## config.mk

```make
export PLATFORM = sky130hd
export DESIGN_NAME = dual_port_arbiter
export DESIGN_NICKNAME = d
export VERILOG_FILES = /design/src/rtl/dpa_pkg.sv /design/src/rtl/dpa_datapath.sv /design/src/rtl/dpa_ctrl.sv /design/src/rtl/dual_port_arbiter.sv
export SDC_FILE = /design/constraint.sdc
export NUM_CORES = 1
export LEC_CHECK = 0
export CORE_UTILIZATION = 42
export DETAILED_ROUTE_END_ITERATION = 16
export PLACE_DENSITY = 0.8
export SLEW_MARGIN = 20
export SYNTH_ARGS = -nofsm -noshare
export SYNTH_HDL_FRONTEND = slang
export SYNTH_HIERARCHICAL = 1
export SYNTH_SLANG_ARGS = --single-unit
```

## constraint.sdc

```tcl
create_clock -name clk -period 1.6 [get_ports clk]
set_input_delay 0.16 -clock clk [delete_from_list [all_inputs] [get_ports clk]]
set_output_delay 0.16 -clock clk [all_outputs]
set_load 0.05 [all_outputs]
```

## src/rtl/dpa_pkg.sv

```systemverilog
package dpa_pkg;

  typedef enum logic [1:0] {
    WIN_NONE  = 2'd0,
    WIN_LEFT  = 2'd1,
    WIN_RIGHT = 2'd2
  } winner_e;

  // comparison results passed from datapath to control
  typedef struct packed {
    logic sameNow;   // both enabled at the same address this cycle
    logic lHeld;     // left enabled at this address last cycle too
    logic rHeld;     // right enabled at this address last cycle too
  } matchFlags_t;

  // strobes passed from control to datapath
  typedef struct packed {
    logic lBusy;
    logic rBusy;
    logic lBlock;
    logic rBlock;
  } arbStrobes_t;

endpackage

```

## src/rtl/dpa_datapath.sv

```systemverilog
module dpa_datapath
  import dpa_pkg::*;
#(
  parameter int ADDR_W = 10
) (
  input  logic              clk,
  input  logic              rstN,
  input  logic              lEn,
  input  logic [ADDR_W-1:0] lAddr,
  input  logic              lWrEn,
  input  logic              rEn,
  input  logic [ADDR_W-1:0] rAddr,
  input  logic              rWrEn,
  input  arbStrobes_t       strobes,
  output matchFlags_t       flags,
  output logic              lBusyN,
  output logic              rBusyN,
  output logic              lWrGated,
  output logic              rWrGated,
  output logic              collision
);

  localparam logic [ADDR_W-1:0] ADDR_ZERO = '0;

  logic              prevLEn;
  logic              prevREn;
  logic [ADDR_W-1:0] prevLAddr;
  logic [ADDR_W-1:0] prevRAddr;

  // history of what each port presented one cycle ago
  always_ff @(posedge clk) begin
    if (!rstN) begin
      prevLEn   <= 1'b0;
      prevREn   <= 1'b0;
      prevLAddr <= ADDR_ZERO;
      prevRAddr <= ADDR_ZERO;
    end else begin
      prevLEn   <= lEn;
      prevREn   <= rEn;
      prevLAddr <= lAddr;
      prevRAddr <= rAddr;
    end
  end

  always_comb begin
    flags.sameNow = lEn && rEn && (lAddr == rAddr);
    flags.lHeld   = lEn && prevLEn && (prevLAddr == lAddr);
    flags.rHeld   = rEn && prevREn && (prevRAddr == rAddr);
  end

  // registered outputs: flags and gated strobes from the same decision
  always_ff @(posedge clk) begin
    if (!rstN) begin
      lBusyN    <= 1'b1;
      rBusyN    <= 1'b1;
      lWrGated  <= 1'b0;
      rWrGated  <= 1'b0;
      collision <= 1'b0;
    end else begin
      lBusyN    <= !strobes.lBusy;
      rBusyN    <= !strobes.rBusy;
      lWrGated  <= lEn && lWrEn && !strobes.lBlock;
      rWrGated  <= rEn && rWrEn && !strobes.rBlock;
      collision <= strobes.lBlock || strobes.rBlock;
    end
  end

endmodule

```

## src/rtl/dpa_ctrl.sv

```systemverilog
module dpa_ctrl
  import dpa_pkg::*;
(
  input  logic        clk,
  input  logic        rstN,
  input  logic        slaveMode,
  input  logic        lBusyInN,
  input  logic        rBusyInN,
  input  matchFlags_t flags,
  output arbStrobes_t strobes
);

  winner_e winReg;
  winner_e winNext;

  always_comb begin
    winNext = WIN_NONE;
    if (!slaveMode && flags.sameNow) begin
      if (winReg == WIN_LEFT && flags.lHeld)
        winNext = WIN_LEFT;
      else if (winReg == WIN_RIGHT && flags.rHeld)
        winNext = WIN_RIGHT;
      else if (flags.rHeld && !flags.lHeld)
        winNext = WIN_RIGHT;
      else
        winNext = WIN_LEFT;
    end
  end

  always_ff @(posedge clk) begin
    if (!rstN) winReg <= WIN_NONE;
    else       winReg <= winNext;
  end

  always_comb begin
    strobes.lBusy  = (winNext == WIN_RIGHT);
    strobes.rBusy  = (winNext == WIN_LEFT);
    strobes.lBlock = slaveMode ? !lBusyInN : strobes.lBusy;
    strobes.rBlock = slaveMode ? !rBusyInN : strobes.rBusy;
  end

endmodule

```

## src/rtl/dual_port_arbiter.sv

```systemverilog
module dual_port_arbiter
  import dpa_pkg::*;
#(
  parameter int ADDR_W = 10
) (
  input  logic              clk,
  input  logic              rstN,
  input  logic              slaveMode,
  input  logic              lEn,
  input  logic [ADDR_W-1:0] lAddr,
  input  logic              lWrEn,
  input  logic              rEn,
  input  logic [ADDR_W-1:0] rAddr,
  input  logic              rWrEn,
  input  logic              lBusyInN,
  input  logic              rBusyInN,
  output logic              lBusyN,
  output logic              rBusyN,
  output logic              lWrGated,
  output logic              rWrGated,
  output logic              collision
);

  matchFlags_t flags;
  arbStrobes_t strobes;

  dpa_ctrl i_ctrl (
    .clk      (clk),
    .rstN     (rstN),
    .slaveMode(slaveMode),
    .lBusyInN (lBusyInN),
    .rBusyInN (rBusyInN),
    .flags    (flags),
    .strobes  (strobes)
  );

  dpa_datapath #(.ADDR_W(ADDR_W)) i_datapath (
    .clk      (clk),
    .rstN     (rstN),
    .lEn      (lEn),
    .lAddr    (lAddr),
    .lWrEn    (lWrEn),
    .rEn      (rEn),
    .rAddr    (rAddr),
    .rWrEn    (rWrEn),
    .strobes  (strobes),
    .flags    (flags),
    .lBusyN   (lBusyN),
    .rBusyN   (rBusyN),
    .lWrGated (lWrGated),
    .rWrGated (rWrGated),
    .collision(collision)
  );

endmodule

```

## Yosys cells after proc, flatten, opt, wreduce, memory -nomap -nowiden

Index checks and enable logic that the tools add are counted.

- Equal/unequal tests: 7
- Muxes and demuxes: 6
- Reductions and logical operators: 23

Operator list:

| cell | count |
|---|---|
| == test 10 bit | 3 |
| logical AND 1 bit | 14 |
| zero test 1 bit | 8 |
| two-way mux 2 bit | 4 |
| == test 2 x 1 -> 1 bit (second input constant) | 2 |
| == test 2 bit (second input constant) | 2 |
| two-way mux 1 bit | 2 |
| logical OR 1 bit | 1 |

- Register bits after elaboration: 29
- Bits of input ports: 29
- Output and inout port bits: 5
- Logic and storage cells: 46

## Depth between registers and ports, before layout

Gate-level depths: netlist of the first run.

- Depth in word-level cells: 12
- Gate-level depth with buffers: 7
- Mapped depth without buffers: 7

## Hierarchy

Netlist of the first run, hierarchy kept.

Modules (own cells, without submodules):

| module | instances | cells each | area an instance (um^2) |
|---|---|---|---|
| dpa_datapath | 1 | 101 | 1079.8 |
| dpa_ctrl | 1 | 14 | 136.4 |

## Least setup slack after synthesis of the first run

No wires, ideal clock.

- Path type: reg-to-reg
- From: register i_datapath.prevLAddr[9]
- To: register i_datapath.rWrGated
- Arrival time: 1500 ps
- Required time: 1485 ps
- Slack: -16 ps
- Stages on the path, launching flop included: 8
- Path buffers: 0
- Cells stage by stage: dfxtp_1 xnor2_1 nand3_1 nor4_2 nor2b_1 nor4b_4 a21o_1 and3b_1

RTL lines:

| item | line | text |
|---|---|---|
| from (decl) | dpa_datapath.sv:27 | `logic [ADDR_W-1:0] prevLAddr;` |
| from (signal assigned) | dpa_datapath.sv:40 | `prevLAddr <= lAddr;` |
| to (signal assigned) | dpa_datapath.sv:63 | `rWrGated <= rEn && rWrEn && !strobes.rBlock;` |
| to (decl) | dpa_datapath.sv:19 | `output logic rWrGated,` |

==> results of run 1 <==
[final cells by class]
cell class | instances | share of cell area, %
tap | 31 | 2.07
clock buffer | 7 | 2.94
sequential | 29 | 31.4
timing repair buffer | 47 | 22.4
inverter | 2 | 0.401
multi-input combinational | 82 | 40.8
[sequential cells by signal, indices dropped and copies added, names as in the netlist]
signal                cells
i_datapath/collision      1
i_datapath/rBusyN         1
i_datapath/lWrGated       1
i_datapath/prevLAddr     10
i_datapath/lBusyN         1
i_ctrl/winReg             2
i_datapath/prevLEn        1
i_datapath/prevRAddr     10
i_datapath/rWrGated       1
i_datapath/prevREn        1
[cell families (layout without fill, tap and decap cells)]
group	after synthesis	in the layout	synth area share, %
and+or+nand+nor	48	48	26.9
xor gates and xnor gates	30	30	21.6
DFF	29	29	47.7
AOI/OAI and AO/OA	4	4	2.57
buffers and inverters	4	56	1.24
[timing repair]
item	in CTS	in global routing
pin swaps	13	13
endpoints found under the setup margin	11	7
resized for setup	34	18
cloned	0	0
[power by group]
group          leakage (nW)  internal [W]  switching, W  total [W]
combinational         0.552      0.000158      0.000123   0.000280
sequential            0.242      0.000756     0.0000173   0.000773
clock                0.0314      0.000207      0.000245   0.000451
total                 0.825       0.00112      0.000384    0.00151
[worst max path at each step]
stage / endpoint / cells after the start
detailed placement: i_datapath/collision$_SDFF_PN0_ / 8
floorplan: i_datapath/rWrGated$_SDFF_PN0_ / 7
global route: i_datapath/lWrGated$_SDFF_PN0_ / 7
finish: i_datapath/collision$_SDFF_PN0_ / 7
CTS: i_datapath/collision$_SDFF_PN0_ / 7
global placement: i_datapath/lWrGated$_SDFF_PN0_ / 9
[metal layers]
metal | vias to the layer above | GRT usage (%)
met5 | - | 0
met4 | 0 | 6.27
met3 | 4 | 8.37
met2 | 31 | 32.9
met1 | 433 | 20.5
li1 | 473 | -
[per-stage QoR]
stage | hold WS (ps) | util (%) | instance area (um2) | setup TNS, ps | setup slack (ps)
2_1_floorplan | 255 | - | 1220 | -15.8 | -15.8
3_3_place_gp | 613 | 60.9 | 1680 | -2530 | -421
3_5_place_dp | 615 | 60.9 | 1680 | -3020 | -500
4_1_cts | 234 | 64.8 | 1790 | -225 | -75.7
5_1_grt | 166 | 67.9 | 1870 | -1140 | -244
6_report | 146 | 67.9 | 1870 | -340 | -110
[worst max-delay path, stage by stage, from the launching register on]
cell and delay [ps]:
dfxtp_2 340, xnor2_2 160, nand3_2 110, nor4_4 330
and3b_2 260, nor4b_4 50, a21o_1 170, o21a_1 180
[cell usage in the layout (no fill, tap or decap), types with 2 or more instances in the layout]
master,Yosys,layout
dlymetal6s2s_1,0,4
dfxtp_1,29,23
and3b_1,3,2
nand3_2,0,4
clkbuf_4,0,5
nand3_1,6,2
a21o_1,2,2
nor4_4,0,3
nand2_1,5,4
nand4_1,3,3
dfxtp_2,0,6
and2_1,23,22
inv_1,2,2
buf_4,0,15
xnor2_1,30,19
clkdlybuf4s50_1,0,9
dlygate4sd2_1,0,19
xnor2_2,0,11
==> results.toml, run 1 <==
[sta]
finalCritPeriodShare_pct = 107
fin_ws_ps = -110
final-setup-viol-count = 4
timing.final.hold_violations = 0
post-route-min-period_ps = 1710
finalClockSkew_ps = 11.6
worstMarginPinSlew_ps = 483
slew_viol_final = 0
rsz0062_at_grt = "true"
max_freq_mhz = 585
slew_headroom_pct = 67.9

[worst_setup_path]
rr_worst_depth = 7
cp-startpoint = "i_datapath/prevRAddr[0]$_SDFF_PN0_"
path_class = "reg2reg"
required_ps = 1820
rr_endpoint = "i_datapath/collision$_SDFF_PN0_"
worst_ep_arrival_time_ps = 1930
reg2reg_slack_ps = -110
critical_path.max_fanout = 3
crit_path_start_kind = "flip-flop"
critPathCaptureType = "flip-flop"
r2r_start = "i_datapath/prevRAddr[0]$_SDFF_PN0_"

[floorplan]
die_w_um = 55.8
rows = 19
ios = 34
dieArea_um2 = 3110
initial_core_util_pct = 44.1
core_um2 = 2760
dieHeight_um = 55.8

[layout]
multi_input_area_um2 = 763
stdcell_count = 198
layout.nets = 196
antennaDiodeCount = 0
syn_to_final_growth_pct = 53.9
drive_above_1_share_pct = 31.1
seqCellArea_um2 = 588
final.fill_count = 206

[route]
dr_wl_met3_um = 177
avgViaCountPerCell = 4.75
highest_layer = "met4"
drtPass1Iterations = 4
ant_nets = 0
detail_route.iter0.violations = 13
wl_per_cell_um = 13.8
wirelength_um = 2730
vias = 941
m1WireLength_um = 1050
wl_met2_um = 1460
drc = 0

[global_routing]
grt_usage_pct = 18.9
grt_pass1_vias = 975
grt_first_pass_wirelength_um = 4400
overflow = 0
grt_max_degree = 25
grt_antenna_before_repair = 0

[placement]
routabilityCongestion = 0.821
dpl.hpwl_um = 1940
port_buffers = 33
placedCellCount = 191

[worst_hold_path]
min_to = "i_datapath/prevRAddr[4]$_SDFF_PN0_"
whs_path_depth = 2
min-delay-path-class = "in2reg"
min-delay-start = "rAddr[4]"

[synth]
synthTopCellsByArea = "dfxtp_1 48%, xnor2_1 22%, and2_1 12%, nor4_2 3.1%, nand3_1 2.5%"
ys_seq_elements = 29
ys_types = 18
yosysWarnings = 6
ys_async_sr_fraction_pct = 0
synth_top_area_share_pct = 47.7
ys_seq_area_share_pct = 47.7
synth_nets = 144
synth_common_cells = "30 x xnor2_1, 29 x dfxtp_1, 23 x and2_1, 6 x nand3_1, 5 x nand2_1"
synth_top_flop_cell = "dfxtp_1"
syn_inst = 115
synth.most_common_cell = "xnor2_1"
synth_area_um2 = 1220
synth_edf_count = 0
synth_area_per_cell_um2 = 10.6
yosysTopAreaCell = "dfxtp_1"

[cts]
cts_root_buffer = "clkbuf_4"
clock_latency_ps = 340
cts.clk_slew.worst_paths_ps = 80
cts_hold_buf = 0
cts.sinks = 29
htree_num_levels = 2
clk_path_buf_depth = 2
numCtsBuffers = 5
cts_tree = "yes"
cts_setup_buffers = 0

[outcome]
status = "complete, but fails checks"
failed_checks = "setup timing"

[pwr]
total_power_w = 0.00151
powerDensity_nw_per_um2 = 804
ir_drop_uv = 615
p_leak_nw = 0.825

[flow_run]
maxCapViolCount = 0
Power figures use the tool's default switching activity.
==> inputs of run 2 (changes only) <==
--- a/config.mk
+++ b/config.mk
@@ -5,6 +5,8 @@
 export SDC_FILE = /design/constraint.sdc
 export NUM_CORES = 1
 export LEC_CHECK = 0
+export CORE_ASPECT_RATIO = 0.5
+export CORE_MARGIN = 1
 export CORE_UTILIZATION = 42
 export DETAILED_ROUTE_END_ITERATION = 16
 export PLACE_DENSITY = 0.8
==> constraint.sdc (replaced) <==
create_clock -name clk -period 1.45 [get_ports clk]
set_input_delay 0.145 -clock clk [delete_from_list [all_inputs] [get_ports clk]]
set_output_delay 0.145 -clock clk [all_outputs]
set_load 0.05 [all_outputs]
==> run 2 against run 1 <==
Effect of this change:
- the run still ends with setup timing left
- sequential cell count unchanged
- critical path depth rose by 1
- total power is 21% higher
- worst setup slack got worse by 150 ps
- cell area shrank 0.60%
- global-route usage up 1.3 points
- combinational power increased by 7.5%
- die area up 0.42%
- sequential power rose by 10%
- wire length up 1.8%
- core utilization rose by 1.9 points
- sequential share of layout area shrank 0.079 points
==> results.toml, run 2 (synthesis gave the netlist of run 1 again) <==
[outcome]
status = "complete, but fails checks"
failed_checks = "setup timing"

[sta]
post-route-min-period_ps = 1710
slew_viol_final = 0
max_freq_mhz = 585
final-setup-viol-count = 7
whs_ps = 231
worstMarginPinSlew_ps = 345
finalClockSkew_ps = 3.66
rsz0062_at_grt = "true"
slew_headroom_pct = 76.9
finalCritPeriodShare_pct = 118
fin_ws_ps = -260
timing.final.hold_violations = 0

[global_routing]
grt_first_pass_wirelength_um = 4400
grt_antenna_before_repair = 0
grt_pass1_vias = 968
overflow = 0
grt_usage_pct = 20.2
grt_max_degree = 21

[layout]
final_cell_mix = "27 x dfxtp_1, 23 x and2_1, 23 x xnor2_1, 18 x buf_4, 16 x dlygate4sd2_1"
layout.nets = 196
antennaDiodeCount = 0
stdcell_count = 204
layout_commonest_cell = "dfxtp_1"
post-route-util_pct = 69.7
drive_above_1_share_pct = 27.5
reg_top3 = "i_datapath/prevLAddr (10), i_datapath/prevRAddr (10), i_ctrl/winReg (2)"
final.fill_count = 210
syn_to_final_growth_pct = 53.0

[flow_run]
maxCapViolCount = 0

[placement]
routabilityCongestion = 0.753
port_buffers = 33
dpl.hpwl_um = 1980
placedCellCount = 197
place_ws_ps = -639

[pwr]
ir_drop_uv = 566
p_switching_w = 0.000439
seq_power_share_pct = 47.0
switching_share_pct = 24.2
power.clock.fraction_pct = 36.5
comb_power_share_pct = 16.5
powerDensity_nw_per_um2 = 977
p_int_w = 0.00138
p_leak_nw = 0.793

[worst_setup_path]
worst_ep_arrival_time_ps = 1880
required_ps = 1620
crit_path_start_kind = "input pin"
critPathCaptureType = "flip-flop"
critical_path.max_fanout = 3
path_class = "in2reg"

[floorplan]
rows = 13
ios = 34
dieArea_um2 = 3130
core_um2 = 2670
die_w_um = 78.1
dieHeight_um = 40.1
initial_core_util_pct = 45.6

[cts]
cts.sinks = 29
clock_latency_ps = 280
cts_root_buffer = "clkbuf_8"
cts_hold_buf = 0
cts_tree = "yes"
htree_num_levels = 2
clk_path_buf_depth = 2
numCtsBuffers = 5
cts.clk_slew.worst_paths_ps = 60

[route]
wirelength_um = 2780
vias = 945
avgViaCountPerCell = 4.63
drtPass1Iterations = 2
wl_per_cell_um = 13.6
ant_nets = 0
drc = 0
detail_route.iter0.violations = 30

[worst_hold_path]
min-delay-path-class = "in2reg"
[run 2: power groups by stage]
stage          logic, W  clock network (W)  registers [W]
6_report       0.000301           0.000663       0.000853
5_1_grt        0.000322           0.000722       0.000856
4_1_cts        0.000293           0.000677       0.000851
3_5_place_dp   0.000285                  0       0.000867
3_3_place_gp   0.000280                  0       0.000864
2_1_floorplan  0.000119                  0       0.000877
[run 2: layer usage]
| layer | global-route usage, % | vias up | wire length (um) |
|---|---|---|---|
| met1 | 23.2 | 444 | 1300 |
| met4 | 9.72 | 0 | 54 |
| li1 | - | 476 | - |
| met3 | 7.05 | 6 | 105 |
| met2 | 35.7 | 19 | 1320 |
| met5 | 0 | - | 0 |
[run 2: metrics by stage]
step                      total power, W  setup TNS, ps  area (um2)
after detailed placement         0.00115          -3930        1680
after CTS                        0.00182          -1140        1830
after floorplan                 0.000996           -262        1220
after global routing             0.00190          -2070        1860
after global placement           0.00114          -3620        1680
final                            0.00182          -1300        1860
[run 2: layout make-up]
cell class	count	area, um2	share of cell area, %
multi-input combinational	82	726	39.0
timing repair buffer	47	412	22.1
inverter	2	7.51	0.403
clock buffer	7	86.3	4.64
tap	37	46.3	2.49
sequential	29	583	31.3
[run 2: worst paths after layout]
| check | from | slack (ps) | endpoint | cells past startpoint |
|---|---|---|---|---|
| setup / recovery | lAddr[8] | -260 | i_datapath/rWrGated$_SDFF_PN0_ | 8 |
| hold / removal | rAddr[2] | 230 | i_datapath/prevRAddr[2]$_SDFF_PN0_ | 2 |
| setup reg to reg | i_datapath/prevLAddr[9]$_SDFF_PN0_ | -240 | i_datapath/rWrGated$_SDFF_PN0_ | 7 |
| hold reg to reg | i_ctrl/winReg[1]$_SDFF_PN0_ | 710 | i_datapath/lBusyN$_SDFF_PN1_ | 4 |
[run 2: critical path, stage by stage]
cell and delay (ps):
clkdlybuf4s50_1 550, xnor2_1 140, nand4_1 170, nor4_4 230
nor2b_2 90, nor4b_4 250, a21o_1 130, and3b_1 170
[run 2: timing repair]
item,CTS,global route
gates resized for setup,32,6
endpoints found under the setup margin,7,7
pin swaps,10,6
setup buffers,1,0
endpoints found under the hold margin,0,0
